File: src/rtl/uart_coltx_pkg.sv
package uart_coltx_pkg;

    localparam int DEF_DATA_W  = 9;
    localparam int DEF_SYNC_ST = 2;

    typedef enum logic [1:0] {
        ST_IDLE,
        ST_ARM,
        ST_SEND
    } tx_state_e;

    typedef struct packed {
        logic cmp_on_strobe;
        logic col_autoclr;
        logic start_on_edge;
        logic edge_rising;
        logic rx_invert;
    } coltx_cfg_t;

    // clocks a freshly driven bit needs before the read-back is trusted
    function automatic int settle_clocks(input int sync_stages);
        return sync_stages + 1;
    endfunction

endpackage

File: src/rtl/uart_coltx_rx_front.sv
module uart_coltx_rx_front #(
    parameter int SYNC_STAGES = 2
) (
    input  logic clk,
    input  logic rst,
    input  logic rx_pin,
    input  logic rx_invert,
    input  logic edge_rising,
    output logic rx_lvl,
    output logic rx_edge
);
    logic [SYNC_STAGES-1:0] sync_q;
    logic                   lvl_d_q;

    always_ff @(posedge clk) begin
        if (rst) begin
            sync_q  <= '1;
            lvl_d_q <= ~rx_invert;
        end else begin
            sync_q  <= {sync_q[SYNC_STAGES-2:0], rx_pin};
            lvl_d_q <= rx_lvl;
        end
    end

    assign rx_lvl  = sync_q[SYNC_STAGES-1] ^ rx_invert;
    assign rx_edge = edge_rising ? (rx_lvl & ~lvl_d_q) : (~rx_lvl & lvl_d_q);

endmodule

File: src/rtl/uart_coltx_tx_seq.sv
module uart_coltx_tx_seq
    import uart_coltx_pkg::*;
#(
    parameter int DATA_W = DEF_DATA_W,
    parameter int SETTLE = 3
) (
    input  logic              clk,
    input  logic              rst,
    input  logic              bit_tick,
    input  logic              ready,
    input  logic              start_on_edge,
    input  logic              rx_edge,
    input  logic              abort_now,
    input  logic [DATA_W-1:0] hold_data,
    output logic              tx_bit,
    output logic              busy,
    output logic              take,
    output logic              settled
);
    localparam int FRAME_W = DATA_W + 2;
    localparam int IDX_W   = $clog2(FRAME_W);
    localparam int CNT_W   = $clog2(SETTLE + 1);

    tx_state_e          state_q;
    logic [IDX_W-1:0]   idx_q;
    logic [FRAME_W-1:0] sh_q;
    logic [FRAME_W-1:0] frame;
    logic [CNT_W-1:0]   settle_q;
    logic               abandon_q;
    logic               tx_q;
    logic               last_bit;
    logic               boundary;

    assign frame    = {1'b1, hold_data, 1'b0};
    assign take     = (state_q == ST_ARM) && ready && (start_on_edge ? rx_edge : bit_tick);
    assign last_bit = (idx_q == IDX_W'(FRAME_W - 1));
    assign boundary = (state_q == ST_SEND) && bit_tick;

    always_ff @(posedge clk) begin
        if (rst) begin
            state_q   <= ST_IDLE;
            idx_q     <= '0;
            sh_q      <= '0;
            abandon_q <= 1'b0;
            tx_q      <= 1'b1;
            settle_q  <= '0;
        end else begin
            if (take || boundary) begin
                settle_q <= '0;
            end else if (settle_q != CNT_W'(SETTLE)) begin
                settle_q <= settle_q + 1'b1;
            end

            case (state_q)
                ST_IDLE: begin
                    if (ready) state_q <= ST_ARM;
                end
                ST_ARM: begin
                    if (!ready) begin
                        state_q <= ST_IDLE;
                    end else if (take) begin
                        state_q   <= ST_SEND;
                        tx_q      <= frame[0];
                        sh_q      <= frame >> 1;
                        idx_q     <= '0;
                        abandon_q <= 1'b0;
                    end
                end
                ST_SEND: begin
                    if (abort_now) abandon_q <= 1'b1;
                    if (bit_tick) begin
                        if (abandon_q || abort_now || last_bit) begin
                            state_q   <= ST_IDLE;
                            tx_q      <= 1'b1;
                            abandon_q <= 1'b0;
                        end else begin
                            tx_q  <= sh_q[0];
                            sh_q  <= sh_q >> 1;
                            idx_q <= idx_q + 1'b1;
                        end
                    end
                end
                default: state_q <= ST_IDLE;
            endcase
        end
    end

    assign tx_bit  = tx_q;
    assign busy    = (state_q == ST_SEND);
    assign settled = (settle_q == CNT_W'(SETTLE));

endmodule

File: src/rtl/uart_coltx_col_detect.sv
module uart_coltx_col_detect (
    input  logic clk,
    input  logic rst,
    input  logic busy,
    input  logic settled,
    input  logic tx_bit,
    input  logic rx_lvl,
    input  logic cmp_on_strobe,
    input  logic bit_tick,
    input  logic cmp_strobe,
    input  logic col_clr,
    output logic col_event,
    output logic col_flag
);
    logic sample_now;
    logic flag_q;

    assign sample_now = busy && settled && (cmp_on_strobe ? cmp_strobe : bit_tick);
    assign col_event  = sample_now && (tx_bit != rx_lvl);

    always_ff @(posedge clk) begin
        if (rst) begin
            flag_q <= 1'b0;
        end else if (col_event) begin
            flag_q <= 1'b1;
        end else if (col_clr) begin
            flag_q <= 1'b0;
        end
    end

    assign col_flag = flag_q;

endmodule

File: src/rtl/uart_coltx.sv
module uart_coltx
    import uart_coltx_pkg::*;
#(
    parameter int DATA_W      = DEF_DATA_W,
    parameter int SYNC_STAGES = DEF_SYNC_ST
) (
    input  logic              clk,
    input  logic              rst,
    input  logic              bit_tick,
    input  logic              cmp_strobe,
    input  logic              rx_pin,
    output logic              tx_pin,
    input  logic [DATA_W-1:0] wr_data,
    input  logic              wr_load,
    input  logic              en_set,
    input  logic              en_clr,
    input  logic              col_clr,
    input  logic              cmp_on_strobe,
    input  logic              col_autoclr,
    input  logic              start_on_edge,
    input  logic              edge_rising,
    input  logic              rx_invert,
    output logic              tx_enable,
    output logic              hold_full,
    output logic              busy,
    output logic              col_flag
);
    localparam int SETTLE = settle_clocks(SYNC_STAGES);

    coltx_cfg_t        cfg;
    logic              rx_lvl;
    logic              rx_edge;
    logic              tx_bit;
    logic              take;
    logic              settled;
    logic              col_event;
    logic              abort_now;
    logic              ready;
    logic              en_q;
    logic              full_q;
    logic [DATA_W-1:0] hold_q;

    assign cfg = '{cmp_on_strobe: cmp_on_strobe, col_autoclr: col_autoclr,
                   start_on_edge: start_on_edge, edge_rising: edge_rising,
                   rx_invert: rx_invert};

    assign ready     = en_q & full_q;
    assign abort_now = col_event & cfg.col_autoclr;

    always_ff @(posedge clk) begin
        if (rst) begin
            en_q <= 1'b0;
        end else if (abort_now) begin
            en_q <= 1'b0;
        end else if (en_set) begin
            en_q <= 1'b1;
        end else if (en_clr) begin
            en_q <= 1'b0;
        end
    end

    always_ff @(posedge clk) begin
        if (rst) begin
            full_q <= 1'b0;
            hold_q <= '0;
        end else if (wr_load) begin
            full_q <= 1'b1;
            hold_q <= wr_data;
        end else if (take) begin
            full_q <= 1'b0;
        end
    end

    uart_coltx_rx_front #(.SYNC_STAGES(SYNC_STAGES)) u_rx_front (
        .clk         (clk),
        .rst         (rst),
        .rx_pin      (rx_pin),
        .rx_invert   (cfg.rx_invert),
        .edge_rising (cfg.edge_rising),
        .rx_lvl      (rx_lvl),
        .rx_edge     (rx_edge)
    );

    uart_coltx_tx_seq #(.DATA_W(DATA_W), .SETTLE(SETTLE)) u_tx_seq (
        .clk           (clk),
        .rst           (rst),
        .bit_tick      (bit_tick),
        .ready         (ready),
        .start_on_edge (cfg.start_on_edge),
        .rx_edge       (rx_edge),
        .abort_now     (abort_now),
        .hold_data     (hold_q),
        .tx_bit        (tx_bit),
        .busy          (busy),
        .take          (take),
        .settled       (settled)
    );

    uart_coltx_col_detect u_col_detect (
        .clk           (clk),
        .rst           (rst),
        .busy          (busy),
        .settled       (settled),
        .tx_bit        (tx_bit),
        .rx_lvl        (rx_lvl),
        .cmp_on_strobe (cfg.cmp_on_strobe),
        .bit_tick      (bit_tick),
        .cmp_strobe    (cmp_strobe),
        .col_clr       (col_clr),
        .col_event     (col_event),
        .col_flag      (col_flag)
    );

    assign tx_pin    = tx_bit;
    assign tx_enable = en_q;
    assign hold_full = full_q;

endmodule

File: config.mk
export PLATFORM = sky130hd
export DESIGN_NAME = uart_coltx
export DESIGN_NICKNAME = d
export VERILOG_FILES = /design/src/rtl/uart_coltx_pkg.sv /design/src/rtl/uart_coltx_rx_front.sv /design/src/rtl/uart_coltx_tx_seq.sv /design/src/rtl/uart_coltx_col_detect.sv /design/src/rtl/uart_coltx.sv
export SDC_FILE = /design/constraint.sdc
export NUM_CORES = 1
export LEC_CHECK = 0
export BUFFER_PORTS_ARGS = -buffer_cell sky130_fd_sc_hd__buf_2
export CORE_ASPECT_RATIO = 0.7
export CORE_MARGIN = 2
export CORE_UTILIZATION = 28
export CTS_BUF_LIST = sky130_fd_sc_hd__clkbuf_8
export DETAILED_ROUTE_END_ITERATION = 6
export GPL_TIMING_DRIVEN = 0
export SLEW_MARGIN = 20
export SYNTH_ARGS = -nofsm -noshare
export SYNTH_HDL_FRONTEND = slang
export SYNTH_HIERARCHICAL = 1
export SYNTH_SLANG_ARGS = --single-unit
export TNS_END_PERCENT = 100
File: constraint.sdc
create_clock -name clk -period 2.3 [get_ports clk]
set_input_delay 0.46 -clock clk [delete_from_list [all_inputs] [get_ports clk]]
set_output_delay 0.46 -clock clk [all_outputs]
set_load 0.1 [all_outputs]
======== Word level (Yosys, flattened, before mapping) ========
Cells that the tools add are included.
storage, ports and cells
  flip-flop bits (word level) ............. 36
operators by class
  $add $sub $neg .......................... 2
  eq/ne operators ......................... 13
  mux-type cells .......................... 34
  bitwise gates (word level) .............. 8
  reductions and logical operators ........ 20
operator list
  kind                                                                     number
  11-bit two-way mux                                                       4
  11-bit case mux with 2 select lines                                      1
  1-bit two-way mux                                                        16
  4-bit two-way mux                                                        4
  2-bit two-way mux                                                        5
  2-bit inequality test, second input constant                             4
  4-bit case mux with 2 select lines                                       1
  4-bit AND reduction                                                      2
  2-bit nonzero test                                                       4
  1-bit logical AND                                                        6
  2-bit by 1-bit inequality test with 1-bit output, second input constant  3
  2-bit case mux with 3 select lines                                       1
  5-bit AND reduction                                                      1
  4-bit by 1-bit adder with 4-bit output, second input constant            1
  1-bit bitwise AND                                                        4
  2-bit == test, second input constant                                     2
  4-bit == test, second input constant                                     1
  1-bit case mux with 2 select lines                                       2
  2-bit OR reduction                                                       2
  1-bit logical OR                                                         3
  3-bit inequality test, second input constant                             1
  1-bit NOT                                                                3
  3-bit AND reduction                                                      1
  2-bit by 1-bit adder with 2-bit output, second input constant            1
  other kinds (4)                                                          4

======== Depth between registers and ports, before layout ========
Gate-level depths: netlist of run 1.
  depth in word-level cells ............... 10
  depth in mapped cells ................... 10
  mapped depth without buffers ............ 9

======== Cells and area by module ========
Netlist of run 1, hierarchy kept.
by module, submodules not included
  module                 times used  cells an instance  area each (um^2)  sequential area each (um^2)
  uart_coltx_tx_seq      1           133                1411.4            400.4
  uart_coltx             1           39                 407.9             220.2
  uart_coltx_rx_front    1           11                 123.9             60.1
  uart_coltx_col_detect  1           7                  65.1              20.0

======== Worst setup path after synthesis of run 1 ========
Ideal clock, no wire load.
  path kind ............................... register -> register
  start ................................... register u_tx_seq.state_q[0]
  end ..................................... register u_tx_seq.sh_q[2]
  setup time .............................. 0.137 ns
  data arrival time ....................... 2.357 ns
  required time ........................... 2.163 ns
  setup slack ............................. -0.195 ns
  stages on the path, launching flop included .. 11
  period minus slack after synthesis ...... 2.495 ns
  path through ............................ dfxtp_1 -> inv_1 -> ha_1 -> nand2_1 -> nor3_1 -> and2_4 -> nor3b_4 -> a22o_4 -> nand3_2 -> buf_6 -> o31ai_2
on the way
  cells in the longest elaborated chain, start to end .. 9
  elaborated cells on any way between the ends .. 17
RTL lines
  item                             RTL line                     source
  start, declared                  uart_coltx_tx_seq.sv:24      tx_state_e state_q;
  start signal, assigned           uart_coltx_tx_seq.sv:41      state_q <= ST_IDLE;
  start signal, assigned           uart_coltx_tx_seq.sv:56      if (ready) state_q <= ST_ARM;
  start signal, assigned           uart_coltx_tx_seq.sv:60      state_q <= ST_IDLE;
  2-bit == test                    uart_coltx_tx_seq.sv:89      assign busy = (state_q == ST_SEND);
  net busy                         uart_coltx.sv:25             output logic busy,
  1-bit logical AND (2 in series)  uart_coltx_col_detect.sv:18  assign sample_now = busy && settled && (cmp_on_strobe ? cmp_strobe : bit_tick);
  1-bit logical AND                uart_coltx_col_detect.sv:19  assign col_event = sample_now && (tx_bit != rx_lvl);
  net col_event                    uart_coltx.sv:36             logic col_event;
  1-bit bitwise AND                uart_coltx.sv:48             assign abort_now = col_event & cfg.col_autoclr;
  net abort_now                    uart_coltx.sv:37             logic abort_now;
  1-bit logical OR (2 in series)   uart_coltx_tx_seq.sv:72      if (abandon_q || abort_now || last_bit) begin
  2-bit inequality test (no line)  -
  5-bit AND reduction (no line)    -
  end signal, assigned             uart_coltx_tx_seq.sv:64      sh_q <= frame >> 1;
  end signal, assigned             uart_coltx_tx_seq.sv:78      sh_q <= sh_q >> 1;
  end, declared                    uart_coltx_tx_seq.sv:26      logic [FRAME_W-1:0] sh_q;
The timed path passes the listed nets, and every way through them passes these cells.
A chain may end at the register's enable or synchronous reset.

======== Final worst setup path of run 1 ========
  start ................................... register u_rx_front.sync_q[1]
  end ..................................... register u_tx_seq.sh_q[8]
on the way
  cells in the longest elaborated chain, start to end .. 8
  elaborated cells on any way between the ends .. 15
RTL lines
  item                             RTL line                     source
  start, declared                  uart_coltx_rx_front.sv:12    logic [SYNC_STAGES-1:0] sync_q;
  start signal, assigned           uart_coltx_rx_front.sv:20    sync_q <= {sync_q[SYNC_STAGES-2:0], rx_pin};
  1-bit XOR                        uart_coltx_rx_front.sv:25    assign rx_lvl = sync_q[SYNC_STAGES-1] ^ rx_invert;
  net rx_lvl                       uart_coltx.sv:31             logic rx_lvl;
  1-bit inequality test            uart_coltx_col_detect.sv:19
  1-bit logical AND                uart_coltx_col_detect.sv:19
  net col_event                    uart_coltx.sv:36
  1-bit bitwise AND                uart_coltx.sv:48
  net abort_now                    uart_coltx.sv:37
  1-bit logical OR (2 in series)   uart_coltx_tx_seq.sv:72
  2-bit inequality test (no line)  -
  5-bit AND reduction (no line)    -
The timed path passes the listed nets, and every way through them passes these cells.

==> results.txt, run 1 <==
Arrival time at the worst endpoint - 2.29 ns
FF-to-FF Start - u_rx_front/sync_q[1]
Layout filler cell count - 714
CTS tree - built
CTS buffer count - 5
Die footprint - 7880 µm²
Category of the worst setup path capture point - flip-flop
Clk pwr share - 26.4%
Portion of the post-synthesis area used by sequential elements - 34.9%
Antenna violations before repair - 0
Chain of cells forming the critical path - xor2_2 -> xnor2_1 -> nor3_1 -> and2_4 -> nor3b_4 -> a22oi_2 -> buf_6 -> o311ai_2 -> o31ai_2
Nets - 255
DRC violations left - 0
Antenna Violating Nets Remaining - 0
Count of hold buffers inserted by post-cts repair - 0
Post-synth net total - 220
Initial core utilization - 29.3%
Reg-to-reg setup timing slack - 0.15 ns
Length in cells of the worst reg-to-reg path - 9
Cell Area, Synth - 2010 µm²
Clock period minus worst slack - 2.15 ns
Count of max-cap constraint violations - 0
Placed Instances - 310
H-tree levels - 2
Ports placed on the boundary - 28
Flip-flop and latch count after synthesis - 35
Count of non-filler cells in the finished layout - 320
Final routed wire length divided by cell count - 13.0 µm
Run status - complete, no violations
Clock sink count - 35
Synth Warn # - 6
Number of different library cells in the post-synthesis netlist - 52
Setup violations, final - 0
Combinational group share of total power - 30.7%
RSZ-0062 raised after global routing - false
Sw Ratio - 34.8%
Drt first pass iters - 4
Syn_area_per_cell - 10.6 µm²
Sequential Power Share - 42.9%
Hold Path Stages - 2
Area used by sequential logic in the layout - 702 µm²
Hold Vio Cnt, Final - 0
Launching element type of the critical path - flip-flop
Fraction of layout instances using a drive strength above 1 - 35.8%
Start point of the worst min-delay path - rx_pin
Number of max-slew violations in the final report - 0
Number of port buffers - 26
Dominant cell type by area after synthesis - sky130_fd_sc_hd__dfxtp_1
Overall routing resource usage - 11.2%
Largest vdd supply drop - 0.352 mV
Internal power consumption - 1040 µW
Cell with the largest stage delay on the worst path - sky130_fd_sc_hd__dfxtp_1
DPL Wire Length - 3030 µm
Postcts setup bufs - 0
Leak - 0.000910 µW
Clock slew at reported path FFs - 0.07 ns
Via count of the first global-routing pass - 1,418
Width of the die - 105 µm
Transition time at the pin with the least slew margin - 0.706 ns
Clock network latency to the later pin of the worst-skew pair - 0.28 ns
Starting DRC count in detailed routing - 52
Ratio of total power to cell area - 674 nW/µm²
Placed Area - 2260 µm²
Worst reg2reg path endpoint - u_tx_seq/sh_q[8]
Core Footprint - 6850 µm²
Summed area of non-filler cells in the final layout - 2360 µm²
Number of enable-type register cells in the synthesized netlist - 0
Area Overhead vs Synth - 17.3%
Tightest Hold Check Type - in2reg
Worst stage delay on the critical path - 0.34 ns
End of the worst hold path - u_rx_front/sync_q[0]
Post-synth top area share - 34.9%
Most common flop cell mapped by yosys - sky130_fd_sc_hd__dfxtp_1
Total wire length - 4150 µm
Area used by multi-input combinational logic - 1160 µm²
Crit path max fanout - 10
Buffer depth of the longest clock path - 2
Share of the clock period used by the worst path - 93.4%
Net switching power - 554 µW
Chip height - 74.9 µm
Syn Inst Count - 190
Master cell of the clock root buffer - sky130_fd_sc_hd__clkbuf_8
WP data required - 2.45 ns
Cts repair resizes - 0
Ratio of routed vias to standard cells - 4.76
Post-Route Skew - 0.00503 ns
Routability cong. - 0.755
Area contributors post-synth - sky130_fd_sc_hd__dfxtp_1, sky130_fd_sc_hd__mux2i_1, sky130_fd_sc_hd__o311ai_2, sky130_fd_sc_hd__o31ai_2, sky130_fd_sc_hd__ha_1
Fmax - 466 MHz
Maximum number of pins on one net before global-route repair - 11
Share of flip-flops with an asynchronous set or reset after synthesis - 0%
First-pass GRT wire length - 6980 µm
Remaining Overflow, GRT - 0
Tightest slew margin relative to the limit - 52.9%
Row count - 25
Path type of the worst setup path - reg2reg
Number of antenna cells inserted - 0
DR vias - 1,524
state kept, by name, indices dropped and copies added (netlist names):
name / count
u_tx_seq/sh_q: 10
hold_q: 9
u_tx_seq/idx_q: 4
u_rx_front/sync_q: 2
u_tx_seq/settle_q: 2
u_tx_seq/state_q: 2
hold_full: 1
tx_enable: 1
u_col_detect/col_flag: 1
u_rx_front/lvl_d_q: 1
u_tx_seq/abandon_q: 1
u_tx_seq/tx_bit: 1
kinds of logic (layout without fill, tap and decap cells):
logic type               count (synthesis)  after routing  synth area share (%)
buffers and inverters                   22             58                  7.54
multiplexers                            23             23                  11.5
flip-flops                              35             35                  34.9
AO/OA/AOI/OAI                           44             44                  24.1
adder cells (fa/ha/maj)                  7              7                  4.36
AND/OR/NAND/NOR                         55             55                  15.6
XOR/XNOR                                 4              4                  2.12
stage by stage:
| stage | power [µW] | hold slack [ns] | setup slack [ns] | util [%] | TNS (ns) |
|---|---|---|---|---|---|
| 3_5_place_dp | 1180 | 0.395 | -0.0426 | 33.0 | -0.220 |
| 2_1_floorplan | 1080 | 0.389 | 0.0376 | - | 0 |
| 4_1_cts | 1610 | 0.345 | 0.163 | 34.2 | 0 |
| 3_3_place_gp | 1170 | 0.399 | -0.0247 | 33.0 | -0.166 |
| 6_report | 1590 | 0.353 | 0.152 | 34.4 | 0 |
| 5_1_grt | 1680 | 0.351 | 0.00798 | 34.4 | 0 |
worst max-delay path by stage:
stage / from / endpoint / slack, ns / cells past startpoint
2_1_floorplan: hold_full / u_tx_seq/idx_q[1] / 0.04 / 6
3_3_place_gp: rx_invert / u_tx_seq/sh_q[8] / -0.02 / 10
3_5_place_dp: rx_invert / u_tx_seq/sh_q[8] / -0.04 / 10
4_1_cts: u_rx_front/sync_q[1] / u_tx_seq/sh_q[8] / 0.16 / 9
5_1_grt: u_rx_front/sync_q[1] / u_tx_seq/sh_q[2] / 0.008 / 9
6_report: u_rx_front/sync_q[1] / u_tx_seq/sh_q[8] / 0.15 / 9
area by class of cell:
cell class	count	area share (%)
plain buffers	12	4.67
clock buffers	5	2.92
clock inverters	3	0.531
inverters	10	1.75
multi-input cells	133	49.2
flip-flops and latches	35	29.8
well taps	94	4.99
repair buffers	28	6.16
synth_stat cells, types with 2 or more instances:
| cell type | instances |
|---|---|
| sky130_fd_sc_hd__nor2_1 | 16 |
| sky130_fd_sc_hd__o311ai_2 | 10 |
| sky130_fd_sc_hd__o21ai_1 | 2 |
| sky130_fd_sc_hd__o31ai_1 | 2 |
| sky130_fd_sc_hd__nor3_1 | 4 |
| sky130_fd_sc_hd__xnor2_1 | 2 |
| sky130_fd_sc_hd__nand2b_1 | 5 |
| sky130_fd_sc_hd__mux2i_1 | 23 |
| sky130_fd_sc_hd__inv_1 | 7 |
| sky130_fd_sc_hd__a31oi_1 | 2 |
| sky130_fd_sc_hd__and2b_1 | 2 |
| sky130_fd_sc_hd__or2_2 | 2 |
| sky130_fd_sc_hd__and3_1 | 2 |
| sky130_fd_sc_hd__buf_2 | 3 |
| sky130_fd_sc_hd__nand2_1 | 6 |
| sky130_fd_sc_hd__ha_1 | 7 |
| sky130_fd_sc_hd__nand4_1 | 3 |
| sky130_fd_sc_hd__o31ai_2 | 9 |
| sky130_fd_sc_hd__buf_6 | 7 |
| sky130_fd_sc_hd__dfxtp_1 | 35 |
| sky130_fd_sc_hd__nor3b_1 | 2 |
| sky130_fd_sc_hd__nand3_1 | 4 |
| sky130_fd_sc_hd__o211ai_1 | 4 |
| sky130_fd_sc_hd__a21oi_1 | 3 |
worst max-delay path: cells and delay by family (launching register included):
family          cells  cell delay [ns]
simple gates        3             0.58
xor+xnor            2             0.44
compound gates      3             0.46
buf+inv             1             0.17
flops               1             0.34
power groups by stage:
| stage | combinational, µW | sequential, µW | clock, µW |
|---|---|---|---|
| finish | 487 | 681 | 420 |
| floorplan | 334 | 743 | 0 |
| global placement | 480 | 694 | 0 |
| detailed placement | 484 | 696 | 0 |
| global route | 525 | 688 | 472 |
| CTS | 486 | 682 | 441 |
cell usage in the layout, fill, tap and decap left out, drive strengths merged, types with 2 or more instances in the layout:
master  instances
and2            2
nand2           6
dfxtp          35
buf            38
nand2b          5
and3            2
clkinv          2
nand4           3
o211ai          4
o41ai           2
nor3b           3
o31ai          11
mux2i          23
a21oi           3
or3b            2
or2             2
xnor2           2
xor2            2
nand3           5
inv            11
nor2           16
ha              7
and2b           2
nor3            4
a31oi           2
o21ai           2
o311ai         10
clkbuf          6
layer usage:
layer  up-vias  global-route usage (%)  share of wire (%)
li1        770                       -                  -
met1       720                    15.8                 53
met2        32                    16.7                 43
met3         2                    2.60                3.6
met4         0                    4.44               0.82
met5         -                       0                  0
(Power assumes the default switching activity.)
==> run 2, diff against run 1 <==
--- a/config.mk
+++ b/config.mk
@@ -5,6 +5,7 @@
 export SDC_FILE = /design/constraint.sdc
 export NUM_CORES = 1
 export LEC_CHECK = 0
+export ABC_AREA = 1
 export BUFFER_PORTS_ARGS = -buffer_cell sky130_fd_sc_hd__buf_2
 export CORE_ASPECT_RATIO = 0.7
 export CORE_MARGIN = 2
==> results.txt, run 2 <==
Run status - complete, no violations
CTS buffer count - 5 (unchanged)
Chip height - 72.4 µm (-3.2%)
Setup total negative slack - 0 ns (unchanged)
Row count - 24 (-4.0%)
RSZ-0062 raised after global routing - false
Utilization after layout - 34.8% (+0.44 points)
Start point of the worst min-delay path - rx_pin
Area contributors post-synth - sky130_fd_sc_hd__dfxtp_1, sky130_fd_sc_hd__nand2_1, sky130_fd_sc_hd__nor2_1, sky130_fd_sc_hd__inv_1, sky130_fd_sc_hd__ha_1
Post-synth net total - 292 (+33%)
Setup violations, final - 0 (unchanged)
Flip-flop and latch count after synthesis - 35 (unchanged)
Initial core utilization - 29.6% (+0.25 points)
Routability cong. - 0.779 (+3.1%)
Worst hold slack across all endpoints - 0.360 ns (+0.00668 ns)
Number of antenna cells inserted - 0 (unchanged)
Number of different library cells in the post-synthesis netlist - 31 (-40%)
DRC violations left - 0 (unchanged)
DR vias - 1,669 (+9.5%)
First-pass GRT wire length - 7450 µm (+6.6%)
Reg-to-reg setup timing slack - 0.34 ns (+0.18 ns)
Launching element type of the critical path - flip-flop
Count of max-cap constraint violations - 0 (unchanged)
Top reg by flops - u_tx_seq/sh_q
Cell with the most instances after synthesis - sky130_fd_sc_hd__nand2_1
Path type of the worst setup path - reg2reg
Nets - 325 (+27%)
Cell Area, Synth - 1870 µm² (-6.7%)
Post-Route Skew - 0.00507 ns (+0.0000447 ns)
Antenna violations before repair - 0 (unchanged)
DPL Wire Length - 3060 µm (+1.1%)
Fmax - 509 MHz (+9.4%)
Antenna Violating Nets Remaining - 0 (unchanged)
Post-synth top area share - 37.4% (+2.5 points)
Syn Inst Count - 262 (+38%)
Syn_area_per_cell - 7.15 µm² (-32%)
Tightest slew margin relative to the limit - 67.8% (+15 points)
CTS tree - built
Tightest Hold Check Type - in2reg
Synth Warn # - 6 (unchanged)
H-tree levels - 2 (unchanged)
Portion of the post-synthesis area used by sequential elements - 37.4% (+2.5 points)
Count of hold buffers inserted by post-cts repair - 0 (unchanged)
Clock network latency to the later pin of the worst-skew pair - 0.29 ns (about the same)
WP data required - 2.49 ns (+0.04 ns)
Core Footprint - 6340 µm² (-7.5%)
Arrival time at the worst endpoint - 2.15 ns (-0.14 ns)
Remaining Overflow, GRT - 0 (unchanged)
End of the worst hold path - u_rx_front/sync_q[0]
Final routed wire length divided by cell count - 10.8 µm (-17%)
Drt first pass iters - 4 (unchanged)
Transition time at the pin with the least slew margin - 0.484 ns (-0.222 ns)
Fraction of layout instances using a drive strength above 1 - 24.1% (-12 points)
Starting DRC count in detailed routing - 36 (-31%)
Clock sink count - 35 (unchanged)
Width of the die - 102 µm (-3.3%)
Most instantiated cells after synthesis - sky130_fd_sc_hd__nand2_1, sky130_fd_sc_hd__nor2_1, sky130_fd_sc_hd__dfxtp_1, sky130_fd_sc_hd__inv_1, sky130_fd_sc_hd__nand4_1
Slack of the critical path - 0.337 ns (+0.185 ns)
Hold Path Stages - 2 (unchanged)
Clock period minus worst slack - 1.96 ns (-0.185 ns)
Worst reg2reg path endpoint - u_tx_seq/sh_q[8]
Via count of the first global-routing pass - 1,639 (+16%)
Commonest non-fill, non-tap cell in the layout - sky130_fd_sc_hd__nand2_1
Area Overhead vs Synth - 17.8%
Number of enable-type register cells in the synthesized netlist - 0 (unchanged)
Overall routing resource usage - 12.8% (+1.6 points)
Total wire length - 4150 µm (about the same)
Ports placed on the boundary - 28 (unchanged)
Clock slew at reported path FFs - 0.07 ns (about the same)
Postcts setup bufs - 0 (unchanged)
Length in cells of the worst reg-to-reg path - 15 (+6)
Most used cells in the layout excluding fill and tap cells - sky130_fd_sc_hd__nand2_1, sky130_fd_sc_hd__nor2_1, sky130_fd_sc_hd__dfxtp_1, sky130_fd_sc_hd__buf_2, sky130_fd_sc_hd__inv_1
Dominant cell type by area after synthesis - sky130_fd_sc_hd__dfxtp_1
Largest vdd supply drop - 0.460 mV (+31%)
Share of the clock period used by the worst path - 85.4% (-8.0 points)
Die footprint - 7370 µm² (-6.4%)
Share of flip-flops with an asynchronous set or reset after synthesis - 0% (unchanged)
Crit path max fanout - 10 (unchanged)
Master cell of the clock root buffer - sky130_fd_sc_hd__clkbuf_8
Leak - 0.00107 µW (+18%)
Most common flop cell mapped by yosys - sky130_fd_sc_hd__dfxtp_1
FF-to-FF Start - u_tx_seq/state_q[0]
Category of the worst setup path capture point - flip-flop
Maximum number of pins on one net before global-route repair - 12 (+1)
Pre-CTS WS - 0.199 ns (+0.242 ns)
Flip-flop count of the largest register, all copies and words added - 10 (unchanged)
Layout filler cell count - 701 (-1.8%)
Ratio of routed vias to standard cells - 4.32 (-9.2%)
Largest registers in the final layout - u_tx_seq/sh_q x10, hold_q x9, u_tx_seq/idx_q x4
Number of max-slew violations in the final report - 0 (unchanged)
Hold Vio Cnt, Final - 0 (unchanged)
Cts repair resizes - 0 (unchanged)
Ratio of total power to cell area - 1130 nW/µm² (+67%)
Buffer depth of the longest clock path - 2 (unchanged)
Number of port buffers - 26 (unchanged)
## run 2: worst max-delay path, cell delays in order (launching register included)
cell	delay [ns]
sky130_fd_sc_hd__dfxtp_1	0.34
sky130_fd_sc_hd__inv_1	0.09
sky130_fd_sc_hd__ha_2	0.24
sky130_fd_sc_hd__nand2_1	0.08
sky130_fd_sc_hd__inv_1	0.05
sky130_fd_sc_hd__nand3_2	0.09
sky130_fd_sc_hd__inv_1	0.04
sky130_fd_sc_hd__nand2_1	0.08
sky130_fd_sc_hd__inv_1	0.06
sky130_fd_sc_hd__nor2_1	0.16
sky130_fd_sc_hd__nand3_2	0.14
sky130_fd_sc_hd__nand2_4	0.13
sky130_fd_sc_hd__buf_6	0.15
sky130_fd_sc_hd__nand4_1	0.08
sky130_fd_sc_hd__nand2_1	0.08
sky130_fd_sc_hd__nor2_1	0.05
## run 2: worst max-delay path by stage
| stage | from | end | slack, ns |
|---|---|---|---|
| 2_1_floorplan | u_tx_seq/tx_bit | u_tx_seq/sh_q[3] | 0.11 |
| 3_3_place_gp | rx_invert | u_tx_seq/sh_q[8] | 0.23 |
| 3_5_place_dp | rx_invert | u_tx_seq/sh_q[8] | 0.20 |
| 4_1_cts | u_tx_seq/state_q[0] | u_tx_seq/sh_q[8] | 0.33 |
| 5_1_grt | u_tx_seq/state_q[0] | u_tx_seq/sh_q[5] | 0.16 |
| 6_report | u_tx_seq/state_q[0] | u_tx_seq/sh_q[8] | 0.34 |
## run 2: per-stage QoR
step | total power, µW | instance area (µm²) | std cells
2_1_floorplan | 1790 | 1880 | 262
3_3_place_gp | 2030 | 2120 | 379
3_5_place_dp | 2050 | 2120 | 379
4_1_cts | 2520 | 2210 | 386
5_1_grt | 2700 | 2210 | 386
6_report | 2490 | 2210 | 386
## run 2: cells by family after synthesis
kind of cell             share of synthesized area [%]
AO/OA/AOI/OAI                                     9.95
flip-flops                                        37.4
multiplexers                                     0.534
adder cells (fa/ha/maj)                           4.68
buffers and inverters                             10.6
AND/OR/NAND/NOR                                   35.9
XOR/XNOR                                         0.935
## run 2: where the power goes
group	switching, µW	leakage [µW]	internal, µW	total (µW)
clock	218	0.0000470	235	453
sequential	91.2	0.000289	763	854
combinational	791	0.000735	389	1180
## run 2: metal layers
layer / up-vias / global-route usage [%] / share of wire, %
met2: 29 / 19.9 / 42
met5: - / 0 / 0
met1: 740 / 17.4 / 52
met3: 5 / 3.56 / 5.0
met4: 0 / 3.60 / 0.89
li1: 895 / - / -
## run 2: layout make-up
type	count	area, µm²	area share (%)
clock inverters	1	5.00	0.227
inverters	34	143	6.46
repair buffers	26	130	5.90
clock buffers	6	82.6	3.74
well taps	91	114	5.16
plain buffers	7	55.1	2.49
flip-flops and latches	35	701	31.7
multi-input cells	186	977	44.3
==> run 3, diff against run 2 <==
==> constraint.sdc (replaced) <==
create_clock -name clk -period 1.6 [get_ports clk]
set_input_delay 0.32 -clock clk [delete_from_list [all_inputs] [get_ports clk]]
set_output_delay 0.32 -clock clk [all_outputs]
set_load 0.1 [all_outputs]
==> results.txt, run 3 (synthesis gave the netlist of run 2 again) <==
Run status - finished with violations
Failing checks - negative setup slack
Fraction of layout instances using a drive strength above 1 - 38.3% (+14 points)
Final routed wire length divided by cell count - 11.3 µm (+5.3%)
CTS buffer count - 5 (unchanged)
DRC violations left - 0 (unchanged)
Antenna violations before repair - 0 (unchanged)
Chip height - 72.4 µm (unchanged)
Post-Route M1 WL - 2440 µm (+13%)
Leak - 0.00119 µW (+11%)
Setup total negative slack - -1.22 ns (-1.22 ns)
Tightest slew margin relative to the limit - 63.1% (-4.7 points)
Commonest non-fill, non-tap cell in the layout - sky130_fd_sc_hd__nand2_1
Most common cell on crit path - sky130_fd_sc_hd__nand2_2
Detailed-routed wire length on met2 - 2010 µm (+16%)
Delay-heaviest family, CP - simple AND/OR/NAND/NOR gates
Initial core utilization - 29.6% (unchanged)
Clock network latency to the later pin of the worst-skew pair - 0.28 ns (about the same)
Number of buffers and inverters on the critical path - 5 (unchanged)
Category of the worst setup path capture point - flip-flop
Launching element type of the critical path - flip-flop
Remaining Overflow, GRT - 0 (unchanged)
Placed Area - 2140 µm² (+0.94%)
Crit path max fanout - 6 (-4)
Post-Route Skew - 0.00247 ns (-0.00260 ns)
Routability cong. - 0.827 (+6.3%)
Total wire length - 4610 µm (+11%)
Summed area of non-filler cells in the final layout - 2490 µm² (+13%)
Share of the clock period used by the worst path - 106% (+20 points)
Clock slew at reported path FFs - 0.07 ns (about the same)
Largest registers in the final layout - u_tx_seq/sh_q x10, hold_q x9, u_tx_seq/idx_q x4
Core Footprint - 6340 µm² (unchanged)
Flip-flop count of the largest register, all copies and words added - 10 (unchanged)
Largest vdd supply drop - 0.579 mV (+26%)
Buffer depth of the longest clock path - 2 (unchanged)
Cell with the largest stage delay on the worst path - sky130_fd_sc_hd__dfxtp_2
Width of the die - 102 µm (unchanged)
Number of port buffers - 26 (unchanged)
Worst hold slack across all endpoints - 0.217 ns (-0.143 ns)
First-pass GRT wire length - 7790 µm (+4.6%)
Layout filler cell count - 659 (-6.0%)
Via count of the first global-routing pass - 1,690 (+3.1%)
Tightest Hold Check Type - in2reg
DPL Wire Length - 3090 µm (+0.71%)
Path type of the worst setup path - reg2reg
Most used cells in the layout excluding fill and tap cells - sky130_fd_sc_hd__nand2_1, sky130_fd_sc_hd__nor2_1, sky130_fd_sc_hd__buf_2, sky130_fd_sc_hd__dfxtp_1, sky130_fd_sc_hd__inv_1
Slack of the critical path - -0.0931 ns (-0.430 ns)
Clock sink count - 35 (unchanged)
Fmax - 591 MHz (+16%)
DR vias - 1,763 (+5.6%)
RSZ-0062 raised after global routing - true
WP data required - 1.82 ns (-0.67 ns)
Clock period minus worst slack - 1.69 ns (-0.270 ns)
Master cell of the clock root buffer - sky130_fd_sc_hd__clkbuf_8
Starting DRC count in detailed routing - 51 (+42%)
Met3 WL - 142 µm (-31%)
Row count - 24 (unchanged)
Overall routing resource usage - 13.5% (+0.68 points)
Count of hold buffers inserted by post-cts repair - 0 (unchanged)
Highest metal layer used by the detailed router - met4
H-tree levels - 2 (unchanged)
Count of max-cap constraint violations - 0 (unchanged)
Hold Vio Cnt, Final - 0 (unchanged)
Drt first pass iters - 4 (unchanged)
Worst stage delay on the critical path - 0.33 ns (about the same)
Transition time at the pin with the least slew margin - 0.554 ns (+0.0701 ns)
Chain of cells forming the critical path - inv_2 -> nand2_2 -> nand2_2 -> inv_2 -> nand2_2 -> nand2_2 -> nand3_2 -> inv_2 -> nand2_2 -> inv_2 -> nor2_4 -> nand3_4 -> nand2_4 -> nand3_4 -> inv_4 -> nor2_1 -> nor2_1
Ratio of total power to cell area - 1630 nW/µm² (+45%)
Number of max-slew violations in the final report - 0 (unchanged)
Ratio of routed vias to standard cells - 4.33 (+0.18%)
Arrival time at the worst endpoint - 1.92 ns (-0.23 ns)
CTS tree - built
Ports placed on the boundary - 28 (unchanged)
Setup violations, final - 18 (+18)
Maximum number of pins on one net before global-route repair - 12 (unchanged)
Area Overhead vs Synth - 33.0%
Antenna Violating Nets Remaining - 0 (unchanged)
Number of antenna cells inserted - 0 (unchanged)
Nets - 345 (+6.2%)
Top reg by flops - u_tx_seq/sh_q
Die footprint - 7370 µm² (unchanged)
run 3: cell types whose count changed in the layout (fill, tap and decap cells not counted), sizes merged:
cell	before	now
buf	33	51
clkbuf	6	8
clkinv	1	0
inv	34	36
run 3: power breakdown:
group          internal, µW  switching (µW)  total (µW)
clock network           387             317         704
logic                   785            1300        2080
registers              1120             158        1270
run 3: stage by stage:
stage / setup slack [ns] / utilization (%) / total power, µW / std cells
6_report: -0.0931 / 39.3 / 4060 / 407
4_1_cts: -0.0310 / 38.1 / 3880 / 405
2_1_floorplan: -0.117 / - / 2620 / 262
3_5_place_dp: -0.345 / 33.8 / 2980 / 379
5_1_grt: -0.216 / 39.3 / 4400 / 407
3_3_place_gp: -0.300 / 33.8 / 2940 / 379
run 3: worst paths after layout:
path | start | end | slack, ns | depth (start not counted)
setup / recovery | u_rx_front/sync_q[1] | u_tx_seq/sh_q[1] | -0.09 | 17
hold / removal | rx_pin | u_rx_front/sync_q[0] | 0.22 | 2
setup reg to reg | u_rx_front/sync_q[1] | u_tx_seq/sh_q[1] | -0.09 | 17
hold reg to reg | u_rx_front/sync_q[0] | u_rx_front/sync_q[1] | 0.41 | 1
run 3: layout make-up:
cell class	instances	area [µm²]	share of cell area [%]
inverter	34	150	6.03
multi-input combinational	186	1050	42.2
tap	91	114	4.57
buffer	7	58.8	2.36
clock buffer	7	96.3	3.87
timing repair inverter	1	6.26	0.251
timing repair buffer	45	298	12.0
sequential	35	713	28.6
clock inverter	1	3.75	0.151
run 3: per-layer routing:
layer | track usage [%] | vias up
met4 | 2.25 | 0
met3 | 3.47 | 2
li1 | - | 932
met1 | 19.2 | 807
met2 | 20.8 | 22
met5 | 0 | -
run 3: worst reg2reg max path, cell delays in order, from the launching register on:
cell and delay [ns]:
sky130_fd_sc_hd__dfxtp_2 0.33, sky130_fd_sc_hd__inv_2 0.06, sky130_fd_sc_hd__nand2_2 0.06, sky130_fd_sc_hd__nand2_2 0.09, sky130_fd_sc_hd__inv_2 0.04, sky130_fd_sc_hd__nand2_2 0.05
sky130_fd_sc_hd__nand2_2 0.04, sky130_fd_sc_hd__nand3_2 0.07, sky130_fd_sc_hd__inv_2 0.04, sky130_fd_sc_hd__nand2_2 0.07, sky130_fd_sc_hd__inv_2 0.05, sky130_fd_sc_hd__nor2_4 0.12
sky130_fd_sc_hd__nand3_4 0.10, sky130_fd_sc_hd__nand2_4 0.10, sky130_fd_sc_hd__nand3_4 0.15, sky130_fd_sc_hd__inv_4 0.14, sky130_fd_sc_hd__nor2_1 0.05, sky130_fd_sc_hd__nor2_1 0.07
run 3: what timing repair did:
action | in CTS | in global routing
resized for setup | 19 | 15
pin swaps | 17 | 3
setup buffers | 17 | 2
gates cloned | 1 | 1
endpoints found under the setup margin | 17 | 21
